==> src/rtl/isc_pkg.sv <==
package isc_pkg;
   localparam int unsigned SA_W   = 32;
   localparam int unsigned SL_W   = 8;
   localparam int unsigned SL_MAX = 255;
   localparam int unsigned STEP   = 4;

   typedef struct packed {
      logic [SA_W-1:0] sa;
      logic [SL_W-1:0] sl;
   } stream_t;
endpackage

==> src/rtl/isc_stream_detect.sv <==
module isc_stream_detect
   import isc_pkg::*;
(
   input  logic            clk,
   input  logic            rst_n,
   input  logic            pc_valid,
   input  logic [SA_W-1:0] pc,
   input  logic            task_switch,
   output logic            push,
   output stream_t         desc
);
   logic            open_q;
   logic [SA_W-1:0] prev_q;
   stream_t         cur_q;
   logic            seq;

   // continue the open stream only on a +4 step below the length cap
   assign seq  = open_q && !task_switch && (pc == prev_q + SA_W'(STEP))
               && (cur_q.sl != SL_W'(SL_MAX));
   assign push = open_q && (task_switch || (pc_valid && !seq));
   assign desc = cur_q;

   always_ff @(posedge clk) begin
      if (!rst_n) begin
         open_q <= 1'b0;
         prev_q <= '0;
         cur_q  <= '0;
      end else if (pc_valid) begin
         prev_q <= pc;
         open_q <= 1'b1;
         if (seq) cur_q.sl <= cur_q.sl + SL_W'(1);
         else     cur_q    <= '{sa: pc, sl: SL_W'(1)};
      end else if (task_switch) begin
         open_q <= 1'b0;
      end
   end


   len_nonzero_chk: assert property (@(posedge clk) disable iff (!rst_n)
      push |-> desc.sl != '0);

   new_stream_len_chk: assert property (@(posedge clk) disable iff (!rst_n)
      $past(push) && $past(pc_valid) |-> cur_q.sl == SL_W'(1));
endmodule

==> src/rtl/isc_fifo.sv <==
module isc_fifo
   import isc_pkg::*;
#(
   parameter  int unsigned DEPTH = 4,
   localparam int unsigned PTR_W = (DEPTH > 1) ? $clog2(DEPTH) : 1,
   localparam int unsigned CNT_W = $clog2(DEPTH + 1)
)(
   input  logic    clk,
   input  logic    rst_n,
   input  logic    push,
   input  stream_t wdata,
   input  logic    pop,
   output logic    empty,
   output logic    full,
   output stream_t rdata
);
   generate
      if (DEPTH < 2) begin : g_bad_depth
         $error("isc_fifo: DEPTH must be at least 2");
      end
   endgenerate

   stream_t          mem [DEPTH];
   logic [PTR_W-1:0] wp_q, rp_q;
   logic [CNT_W-1:0] cnt_q;
   logic             wr, rd;

   function automatic logic [PTR_W-1:0] bump(input logic [PTR_W-1:0] p);
      return (p == PTR_W'(DEPTH - 1)) ? '0 : p + PTR_W'(1);
   endfunction

   assign full  = (cnt_q == CNT_W'(DEPTH));
   assign empty = (cnt_q == '0);
   assign wr    = push && !full;
   assign rd    = pop && !empty;
   assign rdata = mem[rp_q];

   always_ff @(posedge clk) begin
      if (!rst_n) begin
         wp_q  <= '0;
         rp_q  <= '0;
         cnt_q <= '0;
      end else begin
         if (wr) wp_q <= bump(wp_q);
         if (rd) rp_q <= bump(rp_q);
         cnt_q <= cnt_q + CNT_W'(wr) - CNT_W'(rd);
      end
   end

   always_ff @(posedge clk) begin
      if (wr) mem[wp_q] <= wdata;
   end


   no_overflow_chk: assert property (@(posedge clk) disable iff (!rst_n)
      push |-> !full);

   no_underflow_chk: assert property (@(posedge clk) disable iff (!rst_n)
      pop |-> !empty);
endmodule

==> src/rtl/isc_cache.sv <==
module isc_cache
   import isc_pkg::*;
#(
   parameter  int unsigned NSETS = 16,
   parameter  int unsigned NWAYS = 4,
   localparam int unsigned SET_W = $clog2(NSETS),
   localparam int unsigned WAY_W = $clog2(NWAYS),
   localparam int unsigned IDX_W = SET_W + WAY_W
)(
   input  logic             clk,
   input  logic             rst_n,
   input  logic             req_valid,
   input  stream_t          req,
   output logic             req_pop,
   output logic             idx_valid,
   input  logic             idx_ready,
   output logic [IDX_W-1:0] idx_data,
   output logic             miss_valid,
   input  logic             miss_ready,
   output stream_t          miss_desc
);
   generate
      if (NWAYS < 2 || (1 << WAY_W) != NWAYS) begin : g_bad_ways
         $error("isc_cache: NWAYS must be a power of two, at least 2");
      end
      if (SET_W < 1 || SET_W > SL_W || (1 << SET_W) != NSETS) begin : g_bad_sets
         $error("isc_cache: NSETS must be a power of two from 2 to 256");
      end
   endgenerate

   // heap-ordered tree: node 1 is the root, bit 0 unused
   logic              vld_q  [NSETS][NWAYS];
   logic [SA_W-1:0]   sa_q   [NSETS][NWAYS];
   logic [SL_W-1:0]   sl_q   [NSETS][NWAYS];
   logic [NWAYS-1:0]  plru_q [NSETS];

   logic [SET_W-1:0]  set_i;
   logic [NWAYS-1:0]  hit_vec;
   logic [WAY_W-1:0]  hit_way, victim;
   logic              hit, fill_q, out_free, issue;

   function automatic logic [WAY_W-1:0] plru_pick(input logic [NWAYS-1:0] t);
      logic [WAY_W-1:0] node, v;
      node = WAY_W'(1);
      v    = '0;
      for (int l = 0; l < WAY_W; l++) begin
         v    = WAY_W'({v, t[node]});
         node = WAY_W'({node, t[node]});
      end
      return v;
   endfunction

   function automatic logic [NWAYS-1:0] plru_touch(input logic [NWAYS-1:0] t,
                                                   input logic [WAY_W-1:0] w);
      logic [WAY_W-1:0] node, rest;
      logic             d;
      node = WAY_W'(1);
      rest = w;
      for (int l = 0; l < WAY_W; l++) begin
         d       = rest[WAY_W-1];
         t[node] = ~d;
         node    = WAY_W'({node, d});
         rest    = rest << 1;
      end
      return t;
   endfunction

   assign set_i = req.sa[6 +: SET_W] ^ req.sl[SET_W-1:0];

   generate
      for (genvar w = 0; w < NWAYS; w++) begin : g_way
         assign hit_vec[w] = vld_q[set_i][w] && (sa_q[set_i][w] == req.sa)
                          && (sl_q[set_i][w] == req.sl);
      end
   endgenerate

   assign hit = |hit_vec;

   always_comb begin
      hit_way = '0;
      for (int w = 0; w < NWAYS; w++)
         if (hit_vec[w]) hit_way = WAY_W'(w);
   end

   always_comb begin
      victim = plru_pick(plru_q[set_i]);
      if (set_i == '0 && victim == '0) victim = WAY_W'(1);
      for (int w = NWAYS - 1; w >= 0; w--)
         if (!vld_q[set_i][w] && !(set_i == '0 && w == 0)) victim = WAY_W'(w);
   end

   assign out_free = (!idx_valid || idx_ready) && (!miss_valid || miss_ready);
   assign issue    = req_valid && !fill_q && out_free;
   assign req_pop  = (issue && hit) || fill_q;

   always_ff @(posedge clk) begin
      if (!rst_n) begin
         idx_valid  <= 1'b0;
         idx_data   <= '0;
         miss_valid <= 1'b0;
         miss_desc  <= '0;
         fill_q     <= 1'b0;
      end else begin
         fill_q <= issue && !hit;
         if (issue) begin
            idx_valid <= 1'b1;
            idx_data  <= hit ? {set_i, hit_way} : '0;
         end else if (idx_ready) begin
            idx_valid <= 1'b0;
         end
         if (issue && !hit) begin
            miss_valid <= 1'b1;
            miss_desc  <= req;
         end else if (miss_ready) begin
            miss_valid <= 1'b0;
         end
      end
   end

   always_ff @(posedge clk) begin
      if (!rst_n) begin
         for (int s = 0; s < NSETS; s++) begin
            plru_q[s] <= '0;
            for (int w = 0; w < NWAYS; w++) vld_q[s][w] <= 1'b0;
         end
      end else begin
         if (issue && hit) plru_q[set_i] <= plru_touch(plru_q[set_i], hit_way);
         if (fill_q) begin
            vld_q[set_i][victim] <= 1'b1;
            plru_q[set_i]        <= plru_touch(plru_q[set_i], victim);
         end
      end
   end

   always_ff @(posedge clk) begin
      if (fill_q) begin
         sa_q[set_i][victim] <= req.sa;
         sl_q[set_i][victim] <= req.sl;
      end
   end


   hit_onehot_chk: assert property (@(posedge clk) disable iff (!rst_n)
      req_valid |-> $onehot0(hit_vec));

   no_home_alloc_chk: assert property (@(posedge clk) disable iff (!rst_n)
      !vld_q[0][0]);

   zero_code_chk: assert property (@(posedge clk) disable iff (!rst_n)
      $rose(idx_valid) && idx_data == '0 |-> miss_valid);

   fill_retires_chk: assert property (@(posedge clk) disable iff (!rst_n)
      fill_q |-> req_valid && req_pop);

   fill_single_chk: assert property (@(posedge clk) disable iff (!rst_n)
      fill_q |=> !fill_q);

   idx_hold_chk: assert property (@(posedge clk) disable iff (!rst_n)
      idx_valid && !idx_ready |=> idx_valid && $stable(idx_data));

   miss_hold_chk: assert property (@(posedge clk) disable iff (!rst_n)
      miss_valid && !miss_ready |=> miss_valid && $stable(miss_desc));
endmodule

==> src/rtl/isc_compressor.sv <==
module isc_compressor
   import isc_pkg::*;
#(
   parameter int unsigned NSETS      = 16,
   parameter int unsigned NWAYS      = 4,
   parameter int unsigned FIFO_DEPTH = 4
)(
   input  logic                                   clk,
   input  logic                                   rst_n,
   input  logic                                   pc_valid,
   input  logic [31:0]                            pc,
   input  logic                                   task_switch,
   output logic                                   idx_valid,
   input  logic                                   idx_ready,
   output logic [$clog2(NSETS)+$clog2(NWAYS)-1:0] idx_data,
   output logic                                   miss_valid,
   input  logic                                   miss_ready,
   output logic [31:0]                            miss_start,
   output logic [7:0]                             miss_len
);
   generate
      if (FIFO_DEPTH < 2) begin : g_bad_fifo
         $error("isc_compressor: FIFO_DEPTH must be at least 2");
      end
   endgenerate

   logic    det_push, fifo_empty, fifo_full, head_pop;
   stream_t det_desc, head, miss_d;

   isc_stream_detect u_det (
      .clk         (clk),
      .rst_n       (rst_n),
      .pc_valid    (pc_valid),
      .pc          (pc),
      .task_switch (task_switch),
      .push        (det_push),
      .desc        (det_desc)
   );

   isc_fifo #(.DEPTH(FIFO_DEPTH)) u_fifo (
      .clk   (clk),
      .rst_n (rst_n),
      .push  (det_push),
      .wdata (det_desc),
      .pop   (head_pop),
      .empty (fifo_empty),
      .full  (fifo_full),
      .rdata (head)
   );

   isc_cache #(.NSETS(NSETS), .NWAYS(NWAYS)) u_cache (
      .clk        (clk),
      .rst_n      (rst_n),
      .req_valid  (!fifo_empty),
      .req        (head),
      .req_pop    (head_pop),
      .idx_valid  (idx_valid),
      .idx_ready  (idx_ready),
      .idx_data   (idx_data),
      .miss_valid (miss_valid),
      .miss_ready (miss_ready),
      .miss_desc  (miss_d)
   );

   assign miss_start = miss_d.sa;
   assign miss_len   = miss_d.sl;


   fifo_room_chk: assert property (@(posedge clk) disable iff (!rst_n)
      fifo_full |-> !det_push || head_pop);
endmodule

==> config.mk <==
export PLATFORM = sky130hd
export DESIGN_NAME = isc_compressor
export DESIGN_NICKNAME = d
export VERILOG_FILES = /design/src/rtl/isc_pkg.sv /design/src/rtl/isc_stream_detect.sv /design/src/rtl/isc_fifo.sv /design/src/rtl/isc_cache.sv /design/src/rtl/isc_compressor.sv
export SDC_FILE = /design/constraint.sdc
export NUM_CORES = 2
export LEC_CHECK = 0
export ABC_AREA = 0
export BUFFER_PORTS_ARGS = -buffer_cell sky130_fd_sc_hd__buf_2
export CAP_MARGIN = 5
export CORE_ASPECT_RATIO = 1.25
export CORE_MARGIN = 2
export CORE_UTILIZATION = 55
export DETAILED_ROUTE_END_ITERATION = 10
export PLACE_DENSITY = 0.71
export SYNTH_ARGS = -nofsm -noshare
export SYNTH_HDL_FRONTEND = slang
export SYNTH_SLANG_ARGS = --single-unit
export TNS_END_PERCENT = 50
==> constraint.sdc <==
create_clock -name clk -period 9.39 [get_ports clk]
set_clock_uncertainty 0.1 [all_clocks]
set_input_delay 0.939 -clock clk [delete_from_list [all_inputs] [get_ports clk]]
set_output_delay 0.939 -clock clk [all_outputs]
set_load 0.01 [all_outputs]
==> metrics.md <==
| Metric | Value |
|---|---|
| Chip width | 421.6 um |
| Die area | 221,800 um^2 |
| Postcts setup bufs | 0 |
| Hold Fails Final Rpt | 0 |
| R2r setup slk | 1180 ps |
| Mapped Cells | 8,188 |
| Total grt overflow | 0 |
| Worst-Skew Late Latency | 870 ps |
| Yosys reg bits | 2,963 |
| Synth Flop Type | edfxtp_1 |
| Post-synth EDFFs | 2,768 |
| Worst-margin pin slew | 1467 ps |
| Number of global-route vias before repair | 72,530 |
| Via count | 73,960 |
| Syn Area/Cell | 14.64 um^2 |
| Status | complete, but fails checks |
| Post-place setup slack | 1345 ps |
| Post-synthesis cell type count | 88 |
| Power, Total | 0.03710 W |
| Antenna-violating nets left | 0 |
| Fin crit share | 87.40% |
| Post-detailed-route wirelength per cell | 29.89 um |
| Maximum VDD drop | 0.0002286 V |
| Worst path arrival time | 8630 ps |
| Fill cells | 15,760 |
| CP startpoint kind | register |
| FFs w/ async S/R, synth | 0% |
| Unrepaired setup endpoints after global routing | no |
| PnR worst setup slack | 1183 ps |
| I/O Buffers | 85 |
| Max Root-Sink Buffers | 4 |
| CTS Buf Count | 280 |
| Warnings from Yosys | 0 |
| Die height | 526.0 um |
| PwrDens | 278.1 nW/um^2 |
| GRT Overall Usage | 30.20% |
| Multi-input logic area | 30,990 um^2 |
| Initial core utilization | 55.31% |
| First-pass GRT wire length | 491.4 mm |
| HP Class | primary input to register |
| H-tree Lvls | 5 |
| Setup violators final | 0 |
| Via-to-Cell Ratio | 6.461 |
| Crit-path max FO | 98 |
| Fin crit period | 8207 ps |
| Core Box Area | 216,800 um^2 |
| Detailed Place HPWL | 194.7 mm |
| DR pass1 iterations | 8 |
| Final Max Slew Viols | 1 |
| Share of cells above drive strength 1 | 10.75% |
| Clock Sinks | 2,963 |
| Register area share after synthesis | 72.59% |
| DRC violations left | 0 |
| Critical Path RT | 9820 ps |
| Setup CP Type | register to register |
| Failing checks | capacitance limit, slew limit |
| Worst R2R End | u_cache.plru_q[1][1] |
| Core Rows | 191 |
| Hold_buf cts | 0 |
| Fmax achieved | 0.1219 GHz |
| Endpoint type of the worst setup path | register |
| Max Cap Violations | 1 |
| GPL Wtd Cong | 0.9460 |
| Ports | 86 |
| Initial detailed-routing violation count | 10,560 |
| Initial antenna violation count | 14 |
| Cts repair resizes | 0 |
| Worst Reg-to-Reg Cells | 14 |
| CTS Root Cell | clkbuf_16 |
| TNS Setup | 0 ps |
| Final WL | 342.2 mm |
| Critical Path End | u_cache.plru_q[1][1] |
| Mapped cell area | 119,900 um^2 |
| Sequential Area | 87,030 um^2 |
| Largest net degree at the start of global routing | 157 |
| Max_slew headroom | -0.6191% |
| Clock transition at path regs | 60 ps |
| TritonCTS clock tree | done |
| Pleak | 45.93 nW |
| Layout Area Growth over Synthesis | 11.25% |
| Nets | 8,376 |
==> cells by family after synthesis <==
kind of cell	share of synthesized area [%]
flip-flops	72.59
AND/OR/NAND/NOR	9.613
multiplexers	8.731
AO/OA/AOI/OAI	5.126
buffers and inverters	2.279
XOR/XNOR	1.550
adder cells (fa/ha/maj)	0.1106
other	0.003128
==> power by group <==
part	switching (W)	internal (W)	leakage, nW
Sequential	0.000125	0.0153	26.7
Clock	0.00484	0.00625	4.32
Combinational	0.00752	0.00308	14.9
Total	0.0125	0.0246	45.9
==> synthesized netlist by cell type (12+ instances only) <==
master     number  area (um^2)
o21a_1         51        382.9
o2111ai_1      19        166.4
nor2_1        264        991.0
a221oi_1       53        464.2
a32o_1         14        140.1
mux4_2         51         1149
a22oi_1        79        593.1
dfxtp_1       195         3904
o21ai_1        18        90.09
nor4_1         49        306.5
a311oi_1       15        131.4
and2_1         19        118.9
buf_4          94        705.7
a32oi_1        89        779.5
or4_1          15        112.6
inv_1          19        71.32
nand4_1        69        431.7
o22ai_1        13        81.33
xnor2_1       125         1095
nand3_1       688         3443
nand2_1      1258         4722
a21oi_1       291         1456
buf_1          57        214.0
edfxtp_1     2768        83120
clkbuf_1      194        728.2
a31oi_1        60        375.4
and3_1         66        412.9
nor3_2         16        160.2
buf_2         176        880.8
a211oi_1       30        225.2
mux2i_1       922         9229
nor3_1         57        285.3
xor2_1         79        691.9
o21ai_0        73        365.4
a21boi_0       12        90.09
==> critical path, stage by stage (launching register included) <==
cell	delay, ps
dfxtp_2	750
mux4_4	890
xor2_4	1110
buf_12	450
mux2i_1	270
mux2i_1	110
mux2i_1	1150
nand2_1	100
nand4b_1	210
nor4_1	320
nand3_1	400
and4_4	510
o31a_1	550
buf_4	330
o21ai_0	380
==> through the flow <==
step	hold WS, ps	util, %	cell area (um^2)	std cells
floorplan	329.6	-	120000	8227
global placement	337.2	57.45	124500	10940
detailed placement	352.4	57.45	124500	10940
CTS	248.8	61.52	133400	11440
global route	294.6	61.53	133400	11440
finish	275.1	61.53	133400	11450
==> worst min-delay path by stage <==
| stage | start | endpoint | slack, ps | cells after the start |
|---|---|---|---|---|
| after detailed placement | u_cache.idx_data[2] | u_cache.idx_data[2] | 350 | 2 |
| after floorplan | u_cache.vld_q[0][3] | u_cache.vld_q[0][3] | 330 | 1 |
| after CTS | pc[1] | u_det.desc[9] | 250 | 3 |
| after global routing | pc[1] | u_det.desc[9] | 290 | 3 |
| after global placement | u_cache.idx_data[1] | u_cache.idx_data[1] | 340 | 2 |
| final | pc[1] | u_det.desc[9] | 280 | 3 |
==> state kept, by name, indices dropped and copies added (netlist names), 2 cells and up, named ones only <==
name               flops
u_cache.idx_data       6
u_cache.miss_desc     40
u_cache.plru_q        48
u_cache.sa_q        2048
u_cache.sl_q         512
u_cache.vld_q         64
u_det.desc            40
u_det.prev_q          32
u_fifo.cnt_q           3
u_fifo.mem           160
u_fifo.rp_q            2
u_fifo.wp_q            2
==> final cells by class <==
| cell class | count | share of cell area (%) |
|---|---|---|
| Antenna cell | 7 | 0.01313 |
| Clock buffer | 359 | 5.622 |
| Clock inverter | 140 | 0.9925 |
| Inverter | 20 | 0.05816 |
| Multi-Input combinational cell | 4711 | 23.23 |
| Sequential cell | 2963 | 65.25 |
| Tap cell | 2895 | 2.716 |
| Timing Repair Buffer | 352 | 2.115 |
==> cell usage in the layout, fill, tap and decap left out, types with 40 or more instances in the layout <==
cell type  instances
a21oi_1          291
a221oi_1          53
a22oi_1           79
a31oi_1           60
a32oi_1           89
and3_1            66
buf_2             84
buf_4            237
clkbuf_1          64
clkbuf_16        284
clkinv_1          53
clkinv_2          43
conb_1            40
dfxtp_1          193
edfxtp_1        2768
mux2i_1          922
mux4_2            40
nand2_1         1255
nand3_1          688
nand4_1           69
nor2_1           185
nor2_4            76
nor3_1            57
nor4_1            47
o21a_1            51
o21ai_0           73
xnor2_1          124
xor2_1            77
==> layer usage <==
layer	wire, um	share of wire (%)	vias to the layer above	GRT usage [%]
met1	121700	36	37080	38.85
met3	37580	11	880	5.476
met5	54	0.016	-	0
met4	20330	5.9	8	16.05
met2	162500	47	4637	49.10
li1	-	-	31360	-
No activity file was read; power rests on OpenSTA's default activity.
